$ cat src/rtl/dsp_mac_pkg.sv
package dsp_mac_pkg;

  typedef enum logic [2:0] {
    OP_NOP = 3'd0,
    OP_MPY = 3'd1,
    OP_MAC = 3'd2,
    OP_MSC = 3'd3,
    OP_CLR = 3'd4,
    OP_ADD = 3'd5,
    OP_SUB = 3'd6,
    OP_NEG = 3'd7
  } mac_op_e;

  localparam int unsigned LANES = 2;

endpackage

$ cat src/rtl/mac_mult.sv
module mac_mult #(
  parameter int OPND_W = 16,
  parameter int ACC_W  = 40
) (
  input  logic [OPND_W-1:0] x,
  input  logic [OPND_W-1:0] y,
  input  logic              uns,
  input  logic              frac,
  output logic [ACC_W-1:0]  prod
);
  localparam int MUL_W  = OPND_W + 1;
  localparam int PROD_W = 2 * MUL_W;

  function automatic logic [MUL_W-1:0] widen(input logic [OPND_W-1:0] v, input logic zext);
    return {(zext ? 1'b0 : v[OPND_W-1]), v};
  endfunction

  logic signed [MUL_W-1:0]  xw, yw;
  logic signed [PROD_W-1:0] raw;
  logic signed [ACC_W-1:0]  ext;

  always_comb begin
    xw   = $signed(widen(x, uns));
    yw   = $signed(widen(y, uns));
    raw  = xw * yw;
    ext  = $signed({{(ACC_W-PROD_W){raw[PROD_W-1]}}, raw});
    prod = frac ? ext <<< 1 : ext;
  end

endmodule

$ cat src/rtl/mac_acc_lane.sv
module mac_acc_lane
  import dsp_mac_pkg::*;
#(
  parameter int ACC_W    = 40,
  parameter int NORM_BIT = 31
) (
  input  logic             clk,
  input  logic             rst_n,
  input  logic             upd,
  input  logic [2:0]       op,
  input  logic [ACC_W-1:0] prod,
  input  logic [ACC_W-1:0] other,
  input  logic             sat_en,
  input  logic             super_sat,
  output logic [ACC_W-1:0] acc,
  output logic             ovf_p,
  output logic             sat_p
);
  localparam int SUM_W = ACC_W + 1;

  function automatic logic fits(input logic signed [SUM_W-1:0] v, input int top);
    logic ok;
    ok = 1'b1;
    for (int b = 0; b < SUM_W; b++)
      if (b > top && v[b] != v[top]) ok = 1'b0;
    return ok;
  endfunction

  function automatic logic signed [SUM_W-1:0] clamp(input logic signed [SUM_W-1:0] v, input int top);
    logic signed [SUM_W-1:0] one;
    one = 1;
    if (v[SUM_W-1]) return -(one <<< top);
    return (one <<< top) - one;
  endfunction

  logic signed [SUM_W-1:0] own_s, oth_s, prd_s, exact;
  logic                    ovf_ev, sat_ev;
  logic [ACC_W-1:0]        acc_nxt;
  int                      lim;

  always_comb begin
    own_s = $signed({acc[ACC_W-1], acc});
    oth_s = $signed({other[ACC_W-1], other});
    prd_s = $signed({prod[ACC_W-1], prod});
    case (mac_op_e'(op))
      OP_MPY:  exact = prd_s;
      OP_MAC:  exact = own_s + prd_s;
      OP_MSC:  exact = own_s - prd_s;
      OP_ADD:  exact = own_s + oth_s;
      OP_SUB:  exact = own_s - oth_s;
      OP_NEG:  exact = -own_s;
      default: exact = '0;
    endcase
    lim     = super_sat ? ACC_W - 1 : NORM_BIT;
    ovf_ev  = upd && !fits(exact, NORM_BIT);
    sat_ev  = upd && sat_en && !fits(exact, lim);
    acc_nxt = sat_ev ? clamp(exact, lim) : exact[ACC_W-1:0];
  end

  always_ff @(posedge clk or negedge rst_n) begin
    if (!rst_n) begin
      acc   <= '0;
      ovf_p <= 1'b0;
      sat_p <= 1'b0;
    end else begin
      if (upd) acc <= acc_nxt;
      ovf_p <= ovf_ev;
      sat_p <= sat_ev;
    end
  end

endmodule

$ cat src/rtl/mac_wb_round.sv
module mac_wb_round #(
  parameter int ACC_W    = 40,
  parameter int NORM_BIT = 31,
  parameter int WB_W     = 16
) (
  input  logic [ACC_W-1:0] acc,
  input  logic             conv,
  input  logic             sat_en,
  output logic [WB_W-1:0]  word
);
  localparam int LSB   = NORM_BIT + 1 - WB_W;
  localparam int RND_W = ACC_W + 1;

  function automatic logic round_up(input logic [ACC_W-1:0] v, input logic even_mode);
    logic [LSB-1:0] rem, half;
    rem  = v[LSB-1:0];
    half = {1'b1, {(LSB-1){1'b0}}};
    if (even_mode) return (rem > half) || (rem == half && v[LSB]);
    return rem[LSB-1];
  endfunction

  function automatic logic in_word(input logic [RND_W-1:0] v);
    logic ok;
    ok = 1'b1;
    for (int b = NORM_BIT + 1; b < RND_W; b++)
      if (v[b] != v[NORM_BIT]) ok = 1'b0;
    return ok;
  endfunction

  logic [RND_W-1:0] rnd, inc;

  always_comb begin
    inc  = '0;
    inc[LSB] = round_up(acc, conv);
    rnd  = {acc[ACC_W-1], acc} + inc;
    if (sat_en && !in_word(rnd))
      word = rnd[RND_W-1] ? {1'b1, {(WB_W-1){1'b0}}} : {1'b0, {(WB_W-1){1'b1}}};
    else
      word = rnd[NORM_BIT:LSB];
  end

endmodule

$ cat src/rtl/dsp_mac_core.sv
module dsp_mac_core
  import dsp_mac_pkg::*;
#(
  parameter int OPND_W = 16,
  parameter int GUARD_W = 8
) (
  input  logic                          clk,
  input  logic                          rst_n,
  input  logic                          op_valid,
  input  logic [2:0]                    op_code,
  input  logic                          acc_sel,
  input  logic [OPND_W-1:0]             opnd_x,
  input  logic [OPND_W-1:0]             opnd_y,
  input  logic                          cfg_frac,
  input  logic                          cfg_unsigned,
  input  logic                          cfg_conv_round,
  input  logic                          cfg_sat_a,
  input  logic                          cfg_sat_b,
  input  logic                          cfg_super_sat,
  input  logic                          cfg_sat_wb,
  input  logic                          wb_sel,
  output logic [2*OPND_W+GUARD_W-1:0]   acc_a,
  output logic [2*OPND_W+GUARD_W-1:0]   acc_b,
  output logic [OPND_W-1:0]             wb_word,
  output logic                          ovf_a,
  output logic                          ovf_b,
  output logic                          sat_a,
  output logic                          sat_b
);
  localparam int ACC_W    = 2 * OPND_W + GUARD_W;
  localparam int NORM_BIT = 2 * OPND_W - 1;

  logic [ACC_W-1:0]             prod;
  logic [LANES-1:0][ACC_W-1:0]  acc_q;
  logic [LANES-1:0]             ovf_q, sat_q, sat_en_v;
  logic                         op_live;

  assign op_live  = op_valid && (op_code != OP_NOP);
  assign sat_en_v = {cfg_sat_b, cfg_sat_a};

  mac_mult #(.OPND_W(OPND_W), .ACC_W(ACC_W)) u_mult (
    .x    (opnd_x),
    .y    (opnd_y),
    .uns  (cfg_unsigned),
    .frac (cfg_frac),
    .prod (prod)
  );

  for (genvar i = 0; i < LANES; i++) begin : g_lane
    mac_acc_lane #(.ACC_W(ACC_W), .NORM_BIT(NORM_BIT)) u_lane (
      .clk       (clk),
      .rst_n     (rst_n),
      .upd       (op_live && (acc_sel == 1'(i))),
      .op        (op_code),
      .prod      (prod),
      .other     (acc_q[LANES-1-i]),
      .sat_en    (sat_en_v[i]),
      .super_sat (cfg_super_sat),
      .acc       (acc_q[i]),
      .ovf_p     (ovf_q[i]),
      .sat_p     (sat_q[i])
    );
  end

  mac_wb_round #(.ACC_W(ACC_W), .NORM_BIT(NORM_BIT), .WB_W(OPND_W)) u_wb (
    .acc    (acc_q[wb_sel]),
    .conv   (cfg_conv_round),
    .sat_en (cfg_sat_wb),
    .word   (wb_word)
  );

  assign acc_a = acc_q[0];
  assign acc_b = acc_q[1];
  assign ovf_a = ovf_q[0];
  assign ovf_b = ovf_q[1];
  assign sat_a = sat_q[0];
  assign sat_b = sat_q[1];

endmodule

$ cat config.mk
export PLATFORM = sky130hd
export DESIGN_NAME = dsp_mac_core
export DESIGN_NICKNAME = d
export VERILOG_FILES = /design/src/rtl/dsp_mac_pkg.sv /design/src/rtl/mac_mult.sv /design/src/rtl/mac_acc_lane.sv /design/src/rtl/mac_wb_round.sv /design/src/rtl/dsp_mac_core.sv
export SDC_FILE = /design/constraint.sdc
export NUM_CORES = 2
export LEC_CHECK = 0
export BUFFER_PORTS_ARGS = -buffer_cell sky130_fd_sc_hd__buf_2
export CORE_ASPECT_RATIO = 0.75
export CORE_MARGIN = 5
export CORE_UTILIZATION = 30
export DETAILED_ROUTE_END_ITERATION = 10
export SLEW_MARGIN = 0
export SYNTH_ARGS = -nofsm -noshare
export SYNTH_HDL_FRONTEND = slang
export SYNTH_SLANG_ARGS = --single-unit
$ cat constraint.sdc
create_clock -name clk -period 8.14 [get_ports clk]
set_input_delay 0.814 -clock clk [delete_from_list [all_inputs] [get_ports clk]]
set_output_delay 0.814 -clock clk [all_outputs]
set_load 0.02 [all_outputs]
# Word level (Yosys, flattened, before mapping)
# Index checks and enable logic that the tools add are counted.
[op_classes]
addsub = 12
n_mul = 1
order_cmp = 44
n_eq_ne = 116
shift = 1
muxes = 136
n_bitwise = 1
n_reduce_logical = 100
[ops]
columns = ["op", "count"]
rows = [
  ["$gt A6 B32 Y1 const A", 16],
  ["$pmux W41 S6", 2],
  ["$mux W40", 8],
  ["$gt A7 B32 Y1 const A", 9],
  ["$gt A5 B32 Y1 const A", 8],
  ["$gt A4 B32 Y1 const A", 4],
  ["$mux W1", 120],
  ["$ne A1 B1 Y1", 109],
  ["$logic_and A1 B1 Y1", 93],
  ["$add A40 B35 Y41", 2],
  ["$neg A40 Y41", 2],
  ["$sub A40 B35 Y41", 2],
  ["$sub A40 B40 Y41", 2],
  ["$gt A3 B32 Y1 const A", 2],
  ["$add A40 B18 Y41", 1],
  ["$add A40 B40 Y41", 1],
  ["$neg A40 Y40", 1],
  ["$sshl A2 B6 Y40 const A", 1],
  ["$sub A40 B2 Y40 const B", 1],
  ["$mul A17 B17 Y34", 1],
  ["$mux W34", 1],
  ["$gt A1 B32 Y1 const A", 1],
  ["$gt A2 B32 Y1 const A", 1],
  ["$lt A32 B8 Y1 const B", 1],
  ["other kinds (13)", 22],
]
[word_totals]
reg_bits = 84
inputBits = 47
out_inout_bits = 100
word_cells = 417

# Depth between registers and ports, before layout
[logic_depth]
ltp_word = 54
mapped_depth = 48
mapped_depth_nobuf = 44

# By module
# Synthesis repeated with hierarchy kept, for this count alone.
[hier_totals]
cells_unflattened = 4172
area_unflattened_um2 = 31158.6
[by_module_without_submodules]
columns = ["module", "n_inst", "cells_per_inst", "area_each_um2", "seq_area_each_um2"]
rows = [
  ["mac_mult", 1, 1331, 11682.5, 0.0],
  ["mac_acc_lane at g_lane[0].u_lane", 1, 1397, 9410.3, 1051.0],
  ["mac_acc_lane at g_lane[1].u_lane", 1, 1280, 8633.3, 1051.0],
  ["mac_wb_round", 1, 116, 918.4, 0.0],
  ["dsp_mac_core", 1, 48, 514.2, 0.0],
]

# Worst setup path before layout
# Ideal clock, no wire load.
[synth_path]
path_kind = "input port to flip-flop"
startpoint = "input port opnd_x[15]"
endpoint = "register g_lane[1].u_lane.acc[4]"
setup_time_ps = 127
t_arrival_ps = 11528
t_required_ps = 8013
setup_slack_ps = -3516
stages = 46
n_path_buf = 4
cell_sequence = "inv_1 nor2_1 clkbuf_1 and2_1 fa_1 inv_1 fa_1 inv_1 fa_1 fa_1 fa_1 inv_1 fa_1 inv_1 ha_1 clkbuf_1 a21oi_1 o21ai_0 [10 not listed] a21oi_1 ha_1 clkbuf_1 a21o_1 a21o_1 a21o_1 a2111oi_0 nor2_1 nor4b_1 mux2_2 or3_1 nand3_1 or4_1 a32oi_2 a21boi_2 buf_6 a2111oi_2 o21ai_1"
[synth_between]
elab_chain_cells = 54
elab_cells_between_ends = 137
classes_between = "add/sub (2); mul (1); eq/ne (41); mux (50); reduce/logical (43)"
[synth_rtl]
columns = ["element", "line", "source"]
rows = [
  ["from (decl)", "dsp_mac_core.sv:12", "input logic [OPND_W-1:0] opnd_x,"],
  ["$mux W1", "mac_mult.sv:15", "return {(zext ? 1'b0 : v[OPND_W-1]), v};"],
  ["$mul A17 B17 Y34 *", "mac_mult.sv:25", "raw = xw * yw;"],
  ["$mux W34", "mac_mult.sv:27", "prod = frac ? ext <<< 1 : ext;"],
  ["$sub A40 B35 Y41 or $add A40 B35 Y41 (tied branches)", "mac_acc_lane.sv:48, mac_acc_lane.sv:47", ""],
  ["$pmux W41 S6 *", "mac_acc_lane.sv:45", "case (mac_op_e'(op))"],
  ["$bmux W1 S6", "mac_acc_lane.sv:25", "if (b > top && v[b] != v[top]) ok = 1'b0;"],
  ["$mux W1 (not written as such) (2 in series)", "mac_acc_lane.sv:25", ""],
  ["$ne A1 B1 Y1", "mac_acc_lane.sv:25", ""],
  ["$logic_and A1 B1 Y1", "mac_acc_lane.sv:25", ""],
  ["$mux W1 (41 in series)", "mac_acc_lane.sv:25", ""],
  ["$logic_not A1 Y1", "mac_acc_lane.sv:56", "sat_ev = upd && sat_en && !fits(exact, lim);"],
  ["$logic_and A1 B1 Y1", "mac_acc_lane.sv:56", ""],
  ["$mux W40 *", "mac_acc_lane.sv:57", "acc_nxt = sat_ev ? clamp(exact, lim) : exact[ACC_W-1:0];"],
  ["to (signal assigned)", "mac_acc_lane.sv:66", "if (upd) acc <= acc_nxt;"],
  ["to (decl)", "mac_acc_lane.sv:15", "output logic [ACC_W-1:0] acc,"],
]
# Every way passes the cells marked *; elsewhere a longest branch is shown, timed or not. The select of a mux whose other input is x is not followed.
# A chain may end at the register's enable or synchronous reset.

# Final worst setup path
[layout_path]
startpoint = "input port opnd_x[10]"
endpoint = "register g_lane[1].u_lane.acc[20]"
[layout_between]
elab_chain_cells = 53
elab_cells_between_ends = 136
classes_between = "add/sub (2); mul (1); eq/ne (41); mux (49); reduce/logical (43)"
[layout_rtl]
columns = ["element", "line"]
rows = [
  ["$mul A17 B17 Y34 *", "mac_mult.sv:25"],
  ["$mux W34", "mac_mult.sv:27"],
  ["$sub A40 B35 Y41 or $add A40 B35 Y41 (tied branches)", "mac_acc_lane.sv:48, mac_acc_lane.sv:47"],
  ["$pmux W41 S6 *", "mac_acc_lane.sv:45"],
  ["$bmux W1 S6", "mac_acc_lane.sv:25"],
  ["$mux W1 (not written as such) (2 in series)", "mac_acc_lane.sv:25"],
  ["$ne A1 B1 Y1", "mac_acc_lane.sv:25"],
  ["$logic_and A1 B1 Y1", "mac_acc_lane.sv:25"],
  ["$mux W1 (41 in series)", "mac_acc_lane.sv:25"],
  ["$logic_not A1 Y1", "mac_acc_lane.sv:56"],
  ["$logic_and A1 B1 Y1", "mac_acc_lane.sv:56"],
  ["$mux W40 *", "mac_acc_lane.sv:57"],
]
# Marks and branches as above.

==> flow_summary.toml <==
[run_status]
status = "finished, violations left"
violations = "negative setup slack"

[timing]
fmax_mhz = 92.9
rsz0062_at_grt = "yes"
skew_ps = 10.2
relSlewSlack_pct = 15.0
hold_viol = 0
finalCritPeriodShare_pct = 132
period_needed_ps = 10760
finalSetupViolCount = 84
slew_viol_final = 0
layout_setup_ws_ps = -2620
worstMarginPinSlew_ps = 1270

[setup_path]
critical_path.top_delay_family = "adder cells"
cp-start-kind = "primary input"
crit_buf_inv = 13
reg2reg_from = "g_lane[0].u_lane.acc[24]"
rrSetupSlack_ps = 2540
path_max_fanout = 8
crit_arrival_ps = 11020
cpMostUsedCell = "buf_4"
cp-end-kind = "register"
required_ps = 8400
crit_start = "opnd_x[10]"
path_class = "in -> reg"
max_stage_delay_ps = 590
slowest_stage = "or4_4"

[layout]
nNetsFinal = 5015
drive_gt1_share_pct = 29.3
fillerInstances = 9613
syn_to_final_growth_pct = 35.1
final_util_pct = 40.8

[clock_tree]
cts.sinks = 84
numCtsBuffers = 9
clock-root-buffer = "clkbuf_16"
clk_pin_slew_ps = 80
clk_path_buf_depth = 2
cts_tree = "built"
clk_latency_ps = 390
htree_levels = 3

[global_route]
grt_start_max_net_pins = 60
antenna_found_initial = 3
grt_usage_pct = 23.1
grt_pass1_wl_microns = 185000
grt_overflow_total = 0
grt_pass1_vias = 30200

[synth]
ys_types = 112
syn_area_sq_um = 28700
async_flop_share_pct = 100
yosysMostFrequentCell = "nand2_1"
synth_edf_count = 0
yosys_warnings = 0
yosysTopAreaCellShare_pct = 21.0
ys_top_cells_by_count = "nand2_1, inv_1, fa_1"
syn_avg_cell_area_sq_um = 7.70
synth-seq-area-share_pct = 7.33
synth.largest_area_cell = "fa_1"
syn_inst = 3723
synth-main-ff-cell = "dfrtp_1"
ys_ff_latch = 84
synth_area_leaders = "fa_1, ha_1, dfrtp_1"
synth_nets = 4279

[detailed_routing]
drc_errors = 0
drt_first_iter_violations = 3386
dr.pass1.iters = 8
vias = 31300
wl_per_cell_microns = 21.3
ant_nets = 0
routed_wl_microns = 122000
vias_per_cell = 5.47

[floorplanning]
die_h_microns = 278
rows = 98
core_sq_um = 95000
die_area_sq_um = 102000
ios = 147
die_w_microns = 367
start_util_pct = 30.2

[place]
port_buffers = 146
gp_congestion = 1.02
dp_hpwl_microns = 99100

[worst_hold_path]
hold_path_class = "in -> async"

[run]
maxCapViolCount = 0
-- placed cells by master (no fill, tap or decap), drive strengths merged, types with 28 or more instances in the layout --
| cell type | Yosys | layout |
|---|---|---|
| nand2b | 33 | 33 |
| nor4 | 31 | 31 |
| or3 | 35 | 35 |
| nor2b | 33 | 33 |
| buf | 44 | 935 |
| ha | 209 | 209 |
| nor2 | 233 | 233 |
| inv | 375 | 378 |
| a211oi | 46 | 46 |
| a21oi | 272 | 272 |
| o211ai | 32 | 32 |
| xnor2 | 134 | 134 |
| o31ai | 28 | 28 |
| and2 | 167 | 167 |
| o21a | 51 | 51 |
| xor2 | 91 | 91 |
| dfrtp | 84 | 84 |
| nand2 | 386 | 386 |
| o21bai | 28 | 28 |
| nor3 | 105 | 105 |
| a221o | 44 | 44 |
| o22ai | 38 | 38 |
| a21o | 64 | 64 |
| nand4 | 40 | 40 |
| o21ai | 209 | 209 |
| nand3 | 59 | 59 |
| mux2i | 43 | 43 |
| fa | 300 | 300 |
-- final cells by class --
class	instances	area (sq um)	area share (%)
multi-input combinational	3044	26000	67.2
timing repair buffer	944	7290	18.8
antenna	1	2.50	0.00646
sequential	84	2100	5.43
clock buffer	9	225	0.582
tap	1250	1560	4.04
clock inverter	7	78.8	0.204
inverter	376	1440	3.71
-- sequential cells by signal (all words and copies together), names as in the netlist --
register	count
g_lane.u_lane.sat_p	2
g_lane.u_lane.acc	80
g_lane.u_lane.ovf_p	2
-- cell families after synthesis --
logic type      Yosys count  share of synthesized area (%)
compound gates         1029                           24.2
fa+ha+maj               509                           30.1
buf+inv                 595                           8.16
mux                      54                           1.93
simple gates           1227                           21.4
flops                    84                           7.33
xor+xnor                225                           6.88
-- per-layer routing --
layer	vias up	GRT usage, %	part of all wire (%)
met5	-	0	0.034
met4	6	4.29	1.8
met3	130	6.64	11
met2	1373	32.1	39
met1	15300	35.4	47
li1	14500	-	-
-- final timing paths --
kind	endpoint	cells past startpoint
max in group asynchronous	g_lane[0].u_lane.acc[13]	2
hold reg to reg	g_lane[1].u_lane.acc[9]	2
min in group clk	g_lane[1].u_lane.acc[9]	2
setup reg to reg	g_lane[1].u_lane.acc[20]	18
setup / recovery	g_lane[1].u_lane.acc[20]	46
hold / removal	g_lane[0].u_lane.acc[20]	1
-- worst reg2reg max path, stage by stage (launching register included) --
cell and delay (ps):
dfrtp_1 880, ha_1 460, a211oi_1 450, o211ai_1 230, a21boi_1 390, a2111oi_0 140
a311o_1 350, a211oi_1 470, o21ai_0 180, buf_4 200, or3_4 350, nor4_2 210
nand4_1 190, a32oi_4 270, a21boi_4 140, buf_12 160, buf_16 150, nor3_4 160
o21ai_1 110
-- metrics by stage --
step | instances | setup WS [ps] | cell area (sq um) | hold WS, ps | TNS, ps
floorplan | 3723 | -2320 | 29400 | 518 | -185970
global placement | 5636 | -3230 | 36200 | 663 | -261040
detailed placement | 5636 | -3460 | 36200 | 689 | -277110
CTS | 5687 | -2610 | 37700 | 348 | -205580
global route | 5714 | -3000 | 38700 | 375 | -243960
finish | 5715 | -2620 | 38700 | 354 | -214250
-- what timing repair did --
| action | 4_1_cts | 5_1_grt |
|---|---|---|
| hold buffers | 0 | 0 |
| pin swaps | 95 | 64 |
| setup buffers | 31 | 26 |
| resized for setup | 174 | 162 |
| cloned | 4 | 3 |
| setup endpoints to repair | 84 | 84 |
Power is left out: the tool's default activity adds up to more than one toggle a clock period on the data nets, which glitch-free logic cannot reach.
